`src/rtl/rsub_pkg.sv`:
```
package rsub_pkg;

    typedef enum logic [1:0] {
        ST_WAIT = 2'd0,
        ST_LOOP = 2'd1,
        ST_DONE = 2'd2
    } div_state_t;

endpackage

```
`src/rtl/rsub_borrow_chain.sv`:
```
module rsub_borrow_chain #(
    parameter int W = 8
) (
    input  logic [W-1:0] minuend,
    input  logic [W-1:0] subtrahend,
    output logic [W-1:0] diff,
    output logic         no_borrow
);
    logic [W:0] bor;

    assign bor[0] = 1'b0;

    // ripple full-subtractor cells; the last borrow doubles as the compare
    for (genvar i = 0; i < W; i++) begin : g_cell
        logic x, y;
        assign x       = minuend[i];
        assign y       = subtrahend[i];
        assign diff[i] = x ^ y ^ bor[i];
        assign bor[i+1] = (~x & y) | (~(x ^ y) & bor[i]);
    end

    assign no_borrow = ~bor[W];

endmodule

```
`src/rtl/rsub_ctrl.sv`:
```
module rsub_ctrl
    import rsub_pkg::*;
(
    input  logic       clk,
    input  logic       rst_n,
    input  logic       start,
    input  logic       divisor_zero,
    input  logic       ge,
    output div_state_t st,
    output logic       load,
    output logic       zload,
    output logic       step,
    output logic       done
);
    div_state_t st_nx;

    always_ff @(posedge clk or negedge rst_n) begin
        if (!rst_n) st <= ST_WAIT;
        else        st <= st_nx;
    end

    always_comb begin
        st_nx = st;
        unique case (st)
            ST_WAIT: if (start) st_nx = divisor_zero ? ST_DONE : ST_LOOP;
            ST_LOOP: if (!ge)   st_nx = ST_DONE;
            ST_DONE: if (!start) st_nx = ST_WAIT;
            default: st_nx = ST_WAIT;
        endcase
    end

    always_comb begin
        load  = 1'b0;
        zload = 1'b0;
        step  = 1'b0;
        done  = 1'b0;
        unique case (st)
            ST_WAIT: begin
                load  = start & ~divisor_zero;
                zload = start &  divisor_zero;
            end
            ST_LOOP: step = ge;
            ST_DONE: done = 1'b1;
            default: ;
        endcase
    end

endmodule

```
`src/rtl/rsub_datapath.sv`:
```
module rsub_datapath #(
    parameter int W = 8
) (
    input  logic         clk,
    input  logic         rst_n,
    input  logic         load,
    input  logic         zload,
    input  logic         step,
    input  logic [W-1:0] a_in,
    input  logic [W-1:0] b_in,
    output logic [W-1:0] q_reg,
    output logic [W-1:0] r_reg,
    output logic [W-1:0] b_lat,
    output logic         ge
);
    localparam logic [W-1:0] QMAX = {W{1'b1}};
    localparam logic [W-1:0] ONE  = {{(W-1){1'b0}}, 1'b1};

    logic [W-1:0] diff;

    rsub_borrow_chain #(.W(W)) sub_i (
        .minuend   (r_reg),
        .subtrahend(b_lat),
        .diff      (diff),
        .no_borrow (ge)
    );

    always_ff @(posedge clk or negedge rst_n) begin
        if (!rst_n) begin
            q_reg <= '0;
            r_reg <= '0;
            b_lat <= '0;
        end else if (load) begin
            q_reg <= '0;
            r_reg <= a_in;
            b_lat <= b_in;
        end else if (zload) begin
            q_reg <= QMAX;
            r_reg <= a_in;
            b_lat <= '0;
        end else if (step) begin
            q_reg <= q_reg + ONE;
            r_reg <= diff;
        end
    end

endmodule

```
`src/rtl/rsub_divider.sv`:
```
module rsub_divider
    import rsub_pkg::*;
#(
    parameter int W = 8
) (
    input  logic         clk,
    input  logic         rst_n,
    input  logic         start,
    input  logic [W-1:0] a_in,
    input  logic [W-1:0] b_in,
    output logic [W-1:0] q_out,
    output logic [W-1:0] r_out,
    output logic         done
);
    div_state_t   st_w;
    logic         load_w, zload_w, step_w, ge_w, bzero_w;
    logic [W-1:0] b_lat_w;

    assign bzero_w = (b_in == '0);

    rsub_ctrl ctrl_i (
        .clk         (clk),
        .rst_n       (rst_n),
        .start       (start),
        .divisor_zero(bzero_w),
        .ge          (ge_w),
        .st          (st_w),
        .load        (load_w),
        .zload       (zload_w),
        .step        (step_w),
        .done        (done)
    );

    rsub_datapath #(.W(W)) dp_i (
        .clk  (clk),
        .rst_n(rst_n),
        .load (load_w),
        .zload(zload_w),
        .step (step_w),
        .a_in (a_in),
        .b_in (b_in),
        .q_reg(q_out),
        .r_reg(r_out),
        .b_lat(b_lat_w),
        .ge   (ge_w)
    );

endmodule

```
`config.mk`:
```
export PLATFORM = sky130hd
export DESIGN_NAME = rsub_divider
export DESIGN_NICKNAME = d
export VERILOG_FILES = /design/src/rtl/rsub_pkg.sv /design/src/rtl/rsub_borrow_chain.sv /design/src/rtl/rsub_ctrl.sv /design/src/rtl/rsub_datapath.sv /design/src/rtl/rsub_divider.sv
export SDC_FILE = /design/constraint.sdc
export NUM_CORES = 1
export LEC_CHECK = 0
export ABC_AREA = 1
export BUFFER_PORTS_ARGS = -buffer_cell sky130_fd_sc_hd__buf_2
export CORE_MARGIN = 2
export CORE_UTILIZATION = 35
export DETAILED_ROUTE_END_ITERATION = 8
export GPL_ROUTABILITY_DRIVEN = 0
export GPL_TIMING_DRIVEN = 0
export MAX_ROUTING_LAYER = met4
export PLACE_DENSITY = 0.61
export SYNTH_ARGS = -nofsm -noshare
export SYNTH_HDL_FRONTEND = slang
export SYNTH_SLANG_ARGS = --single-unit
```
`constraint.sdc`:
```
create_clock -name clk -period 4.2 [get_ports clk]
set_input_delay 1.26 -clock clk [delete_from_list [all_inputs] [get_ports clk]]
set_output_delay 1.26 -clock clk [all_outputs]
set_load 0.005 [all_outputs]
```
# --- Word-level counts from Yosys, hierarchy flattened ---
# Cells that the tools add are included.
totals:
  word_cells: 88
  output_inout_bits: 17
  inputBits: 19
  regBits: 26
op_classes:
  addsub: 1
  eq_ne: 5
  bitwise_logic: 56
  reduce_logical: 5
  muxes: 17
op_table:
  columns: ["operator", "n"]
  rows:
  - ["two-way mux 8 bit", 8]
  - ["AND 1 bit", 17]
  - ["NOT 1 bit", 17]
  - ["XOR 1 bit", 15]
  - ["adder 8 x 1 -> 8 bit, second input constant", 1]
  - ["logical NOT 8 bit", 1]
  - ["two-way mux 2 bit", 4]
  - ["OR 1 bit", 7]
  - ["case mux 2 bit (3 select lines)", 1]
  - ["two-way mux 1 bit", 4]
  - ["!= test 2 bit, second input constant", 2]
  - ["AND reduction 3 bit", 1]
  - ["nonzero test 3 bit", 1]
  - ["equality test 2 x 1 -> 1 bit, second input constant", 1]
  - ["equality test 2 bit, second input constant", 1]
  - ["logical NOT 2 bit", 1]
  - ["!= test 2 x 1 -> 1 bit, second input constant", 1]
  - ["nonzero test 2 bit", 1]

# --- Depth between registers and ports, before layout ---
depth:
  ltp_word: 21
  depth_mapped: 15
  ltp_nobuf: 15

# --- Hierarchy ---
# Synthesis repeated with hierarchy kept, for this count alone.
hier_totals:
  hier_cells: 183
  area_unflattened_um2: 1508.9
modules_own_cells:
  columns: ["module", "instances", "area_each_um2", "seq_area_each_um2", "cells_per_inst"]
  rows:
  - ["rsub_datapath", 1, 1136.1, 600.6, 131]
  - ["rsub_borrow_chain", 1, 220.2, 0.0, 26]
  - ["rsub_ctrl", 1, 126.4, 50.0, 19]
  - ["rsub_divider", 1, 26.3, 0.0, 7]

# --- Least setup slack after synthesis ---
# OpenSTA, ideal clock, no wires.
synth_timing:
  path_type: "reg-to-reg"
  from: "register dp_i.r_reg[0]"
  to: "register dp_i.q_reg[0]"
  synth_period_minus_slack_ns: 3.714
  n_path_buf: 0
  arrival_ns: 3.594
  t_required_ns: 4.079
  path_stages_with_launch: 16
  setup_ns: 0.121
  setup_slack_ns: 0.486
  cell_sequence: "dfrtp_1 -> inv_1 -> ha_1 -> fa_1 -> fa_1 -> fa_1 -> fa_1 -> fa_1 -> fa_1 -> inv_1 -> fa_1 -> nand3_2 -> nand2_2 -> inv_2 -> nor2_1 -> a21oi_1"
synth_between:
  elab_chain_len: 19
synth_rtl:
  columns: ["element", "line_no", "rtl"]
  rows:
  - ["start, declared", "rsub_datapath.sv:12", "output logic [W-1:0] r_reg,"]
  - ["start signal, assigned", "rsub_datapath.sv:35", "r_reg <= a_in;"]
  - ["start signal, assigned", "rsub_datapath.sv:39", "r_reg <= a_in;"]
  - ["start signal, assigned", "rsub_datapath.sv:43", "r_reg <= diff;"]
  - ["NOT 1 bit", "rsub_borrow_chain.sv:19", "assign bor[i+1] = (~x & y) | (~(x ^ y) & bor[i]);"]
  - ["AND 1 bit (2 in a row)", "rsub_borrow_chain.sv:19", null]
  - ["OR 1 bit", "rsub_borrow_chain.sv:19", null]
  - ["AND 1 bit", "rsub_borrow_chain.sv:19", null]
  - ["OR 1 bit", "rsub_borrow_chain.sv:19", null]
  - ["AND 1 bit", "rsub_borrow_chain.sv:19", null]
  - ["OR 1 bit", "rsub_borrow_chain.sv:19", null]
  - ["AND 1 bit", "rsub_borrow_chain.sv:19", null]
  - ["[2 not listed]", null, null]
  - ["OR 1 bit", "rsub_borrow_chain.sv:19", null]
  - ["AND 1 bit", "rsub_borrow_chain.sv:19", null]
  - ["OR 1 bit", "rsub_borrow_chain.sv:19", null]
  - ["AND 1 bit", "rsub_borrow_chain.sv:19", null]
  - ["OR 1 bit", "rsub_borrow_chain.sv:19", null]
  - ["NOT 1 bit", "rsub_borrow_chain.sv:22", "assign no_borrow = ~bor[W];"]
  - ["two-way mux 1 bit", "rsub_ctrl.sv:37", "unique case (st)"]
  - ["nonzero test 3 bit (no line)", null, null]
  - ["end signal, assigned", "rsub_datapath.sv:42", "q_reg <= q_reg + ONE;"]
  - ["end, declared", "rsub_datapath.sv:11", "output logic [W-1:0] q_reg,"]
# Every way passes these cells.
# A chain may end at the register's enable or synchronous reset.

# --- Worst setup path in the final report ---
layout_timing:
  from: "register dp_i.r_reg[0]"
  to: "register dp_i.r_reg[3]"
layout_between:
  elab_chain_len: 19
  elab_cells_between_ends: 23
  classes_between: "mux: 4; bitwise: 18; reduce/logical: 1"
layout_rtl:
  columns: ["element", "line_no"]
  rows:
  - ["NOT 1 bit (*)", "rsub_borrow_chain.sv:19"]
  - ["AND 1 bit (*) (2 in a row)", "rsub_borrow_chain.sv:19"]
  - ["OR 1 bit (*)", "rsub_borrow_chain.sv:19"]
  - ["AND 1 bit (*)", "rsub_borrow_chain.sv:19"]
  - ["OR 1 bit (*)", "rsub_borrow_chain.sv:19"]
  - ["AND 1 bit", "rsub_borrow_chain.sv:19"]
  - ["OR 1 bit", "rsub_borrow_chain.sv:19"]
  - ["AND 1 bit", "rsub_borrow_chain.sv:19"]
  - ["[2 not listed]", null]
  - ["OR 1 bit", "rsub_borrow_chain.sv:19"]
  - ["AND 1 bit", "rsub_borrow_chain.sv:19"]
  - ["OR 1 bit", "rsub_borrow_chain.sv:19"]
  - ["AND 1 bit", "rsub_borrow_chain.sv:19"]
  - ["OR 1 bit", "rsub_borrow_chain.sv:19"]
  - ["NOT 1 bit", "rsub_borrow_chain.sv:22"]
  - ["two-way mux 1 bit", "rsub_ctrl.sv:37"]
  - ["nonzero test 3 bit (no line)", null]
# Mark *: on every way between the ends. The rest lies on a longest branch, timed or not. The select of a mux whose other input is x is not followed.

==> results <==
- The antenna diode instance count is 0.
- CTS placed an instance of sky130_fd_sc_hd__clkbuf_8 at the clock tree root.
- The clock passes through at most 2 buffers.
- The post-synthesis register bit count is 26.
- The fraction of registers with async set/reset is 100.0%.
- After synthesis the cells add up to 1501 um2.
- The H-tree depth is 1.
- The worst setup path is launched from a flop.
- The first global-routing pass estimated 5209 um of wire.
- The tool flagged a number of max-cap violations equal to 0.
- The number of vias per cell after detailed routing is 4.593.
- Once placement finished, the instance area stood at 1739 um2.
- The worst-path maximum fanout is 10.
- The endpoint class of the critical path is a flop.
- Cells with a size suffix above 1 make up 24.77% of the layout.
- The via count of the first global-routing pass is 1135.
- The HPWL after detailed placement is 2351 um.
- The path class of the lowest-slack min-delay path is reg2reg.
- For the final database, setup skew stands at 1.548 ps.
- The number of buffers inserted to repair setup after CTS is 0.
- The mean instance size in the synthesized netlist is 8.388 um2.
- The detailed router finished its first iteration with 38 violations.
- The routed wire length per instance is 11.43 um.
- The required time at the worst-slack endpoint is 4400 ps.
- Among all flip-flop cells after synthesis, the most frequent one is sky130_fd_sc_hd__dfrtp_1.
- The cell area after layout is 1815 um2.
- For the final routed database, the setup TNS stands at 0 ps.
- The remaining design rule violation count is 0.
- Clock latency on the worst-skew pair, taken at its later pin, is 270 ps.
- Counting both buffers and inverters, the worst setup path holds a total of 3.
- Of all cell types, the one taking the most synthesized area is sky130_fd_sc_hd__dfrtp_1.
- The final layout contains routed wiring with a total length of 3062 um.
- The endpoint identified for the worst register-to-register timing path is dp_i.r_reg[3]$_DFFE_PN0P_.
- The analysis attributes to cell leakage a power of 0.9802 nW.
- After global routing the overflow that remains totals 0.
- The width of the chip is 69.50 um.
- For this design, the CTS-stage hold fixing added 0 buffers.
- For this run, the post-layout net count is 247.
- From bottom edge to top edge, the die measures 69.50 um.
- For hold timing, the worst endpoint is dp_i.b_lat[0]$_DFFE_PN0P_.
- The slowest stage of the critical path is the sky130_fd_sc_hd__fa_1 cell.
- The number of clock sinks seen by CTS is 26.
- The largest net degree at the start of global routing is 27.
- The commonest cells after synthesis are sky130_fd_sc_hd__nand2_1 (61), sky130_fd_sc_hd__dfrtp_1 (26), sky130_fd_sc_hd__inv_1 (21).
- The critical path crosses 15 cells after its start point.
- The share of the yosys chip area belonging to registers is 43.33%.
- The overall global routing resource usage is 13.97%.
- During I/O placement, the number of pins put on the boundary was 36.
- The met3 routing resource usage after global routing is 3.924%.
- The number of cells on the worst hold path is 2.
- The gate count of the mapped netlist is 179.
- For this run, global-route usage on met1 was measured as 17.76%.
- The placeable core region is 4058 um2.
- The number of buffers created by CTS is 3.
- The count of nets left with antenna violations once routing finished came out at 0.
- The max-slew violation count is 0.
- The starting density of the core is 37.00%.
- Setup violations remaining at the end of the flow were counted as 0.
- During placement, the flow inserted port buffers numbering 35.
- After synthesis, the netlist uses 23 different library cells.
- By startpoint and endpoint, the worst setup path is classified as reg2reg.
- The count of final hold-check violations came to 0.
- The smallest clock period supported by the final layout is computed as 3975 ps.
- The flow ran to the end, and the final reports show no timing, DRC or antenna violations.
- The cell type group with the largest total delay on the critical path is adder cells.
- Ranked by total cell area, the synthesized netlist is headed by sky130_fd_sc_hd__dfrtp_1 (43%), sky130_fd_sc_hd__nand2_1 (15%), sky130_fd_sc_hd__fa_1 (9.3%), sky130_fd_sc_hd__inv_1 (5.2%), sky130_fd_sc_hd__o211ai_2 (4.2%).
- Across all hold checks on the routed design, the worst slack comes to 497.5 ps.
- The most repeated library cell on the critical path is sky130_fd_sc_hd__fa_1.
- The number of detailed-route iterations in the first pass is 4.
- For this run, the top clock speed supported by timing is 251.6 MHz.
- The area of the die is 4830 um2.
- The area growth from synthesis to layout is 20.92%.
- The critical path goes through inv_1 -> ha_1 -> fa_1 -> fa_1 -> fa_1 -> fa_1 -> fa_1 -> fa_1 -> inv_1 -> fa_1 -> nand3_2 -> nand2_4 -> buf_6 -> o211ai_2 -> o21ai_1.
- The startpoint of the worst-slack reg-to-reg timing path is dp_i.r_reg[0]$_DFFE_PN0P_.
- Synthesis produced a netlist with a net count of 207.
- The total vias in the final route is 1231.
- After clock tree synthesis, the clock-pin slew on the worst setup and hold paths is 90 ps.
- Once routing completed, OpenROAD measured the worst setup slack at 225.2 ps.
- In this run the core area contains 23 standard-cell rows.
- Before CTS, the worst setup slack after placement is 156.2 ps.
- The layer flagged by global routing as most heavily used is met2.
- STA puts the critical path data arrival time at 4180 ps.
- The largest stage delay on the critical path is 400 ps.
- The clock tree from TritonCTS is yes.
- The number of synthesized flops with an enable pin is 0.
- In this run the biggest area consumer among cell types represents 43.33% of the synthesized area.
- The worst relative slew slack is 61.09%.
- The startpoint identified for the worst hold timing path is dp_i.b_lat[0]$_DFFE_PN0P_.
- The cell with the most instances after synthesis is sky130_fd_sc_hd__nand2_1.
- The count of synthesis-stage warnings from yosys is 0.
- Dividing total power by cell area gives a power density of 771.2 nW/um2.
- After layout, the worst path uses 94.64% of the clock period.
- For the pin with the worst max-slew slack, the measured transition is 583.6 ps.
- The worst IR drop on VDD is 0.0002579 V.
- The met2 track demand over resource in global routing is 22.22%.
- Setup repair after global routing left no endpoint under its margin.
- The initial antenna violation count is 0.
- The number of cells on the worst reg-to-reg path is 15.
- For flop-to-flop paths, the worst setup slack is 230 ps.
[worst max-delay path by stage]
| stage | from | endpoint | slack (ps) |
|---|---|---|---|
| 2_1_floorplan | dp_i.r_reg[0]$_DFFE_PN0P_ | dp_i.q_reg[0]$_DFFE_PN0P_ | 490 |
| 3_3_place_gp | dp_i.r_reg[0]$_DFFE_PN0P_ | dp_i.r_reg[4]$_DFFE_PN0P_ | 180 |
| 3_5_place_dp | dp_i.r_reg[0]$_DFFE_PN0P_ | dp_i.r_reg[3]$_DFFE_PN0P_ | 160 |
| 4_1_cts | dp_i.r_reg[0]$_DFFE_PN0P_ | dp_i.r_reg[3]$_DFFE_PN0P_ | 140 |
| 5_1_grt | dp_i.r_reg[0]$_DFFE_PN0P_ | dp_i.r_reg[4]$_DFFE_PN0P_ | 5 |
| 6_report | dp_i.r_reg[0]$_DFFE_PN0P_ | dp_i.r_reg[3]$_DFFE_PN0P_ | 230 |
[metrics by stage]
step,util (%),power [mW],std cells
after global routing,44.74,1.557,268
after global placement,42.86,1.190,264
final,44.74,1.400,268
after CTS,44.62,1.422,268
after detailed placement,42.86,1.209,264
after floorplan,-,0.9912,179
[cell families (layout without fill, tap and decap cells)]
logic type,count (synthesis),count (layout),share of synthesized area [%]
fa+ha+maj,9,9,11.00
compound gates,29,29,12.67
flops,26,26,43.33
xor+xnor,2,2,1.167
simple gates,87,87,23.58
buf+inv,26,65,8.250
[cell usage in the layout, fill, tap and decap left out, types with 2 or more instances in the layout]
cell / count
sky130_fd_sc_hd__a21oi_1: 2
sky130_fd_sc_hd__buf_2: 35
sky130_fd_sc_hd__buf_6: 3
sky130_fd_sc_hd__clkbuf_8: 3
sky130_fd_sc_hd__dfrtp_1: 26
sky130_fd_sc_hd__fa_1: 7
sky130_fd_sc_hd__ha_1: 2
sky130_fd_sc_hd__inv_1: 21
sky130_fd_sc_hd__nand2_1: 61
sky130_fd_sc_hd__nand3_1: 6
sky130_fd_sc_hd__nor2_1: 14
sky130_fd_sc_hd__o211ai_2: 5
sky130_fd_sc_hd__o21ai_0: 10
sky130_fd_sc_hd__o21ai_1: 9
sky130_fd_sc_hd__xor2_1: 2
[area by class of cell]
type                       instances  area (um2)
tap                               50       62.56
multi-input combinational        127       732.0
inverter                          22       82.58
sequential                        26       650.6
timing repair buffer              35       175.2
clock inverter                     1       30.03
fill                             408        2242
clock buffer                       3       41.29
buffer                             4       41.29
[worst reg2reg max path: stages (launching register included)]
cell                       delay, ps
sky130_fd_sc_hd__dfrtp_1         360
sky130_fd_sc_hd__inv_1            60
sky130_fd_sc_hd__ha_1            200
sky130_fd_sc_hd__fa_1            370
sky130_fd_sc_hd__fa_1            380
sky130_fd_sc_hd__fa_1            400
sky130_fd_sc_hd__fa_1            400
sky130_fd_sc_hd__fa_1            400
sky130_fd_sc_hd__fa_1            380
sky130_fd_sc_hd__inv_1            90
sky130_fd_sc_hd__fa_1            200
sky130_fd_sc_hd__nand3_2         160
sky130_fd_sc_hd__nand2_4         160
sky130_fd_sc_hd__buf_6           160
sky130_fd_sc_hd__o211ai_2         90
sky130_fd_sc_hd__o21ai_1          80
[per-layer routing]
metal / up-vias / routed length (um)
met5: - / 0
met4: 0 / 21
met3: 2 / 142
met2: 26 / 1437
met1: 558 / 1461
li1: 645 / -
[report_power, final]
group / switching [mW] / leakage (nW) / internal (mW)
clock network: 0.0817 / 0.0357 / 0.128
registers: 0.0994 / 0.325 / 0.372
logic: 0.404 / 0.619 / 0.316
total: 0.585 / 0.980 / 0.815
[what timing repair did]
item | CTS | global route
setup endpoints to repair | 0 | 3
resized for setup | 0 | 1
hold endpoints to repair | 0 | 0
Note: power is estimated with default switching activity, not from simulation.
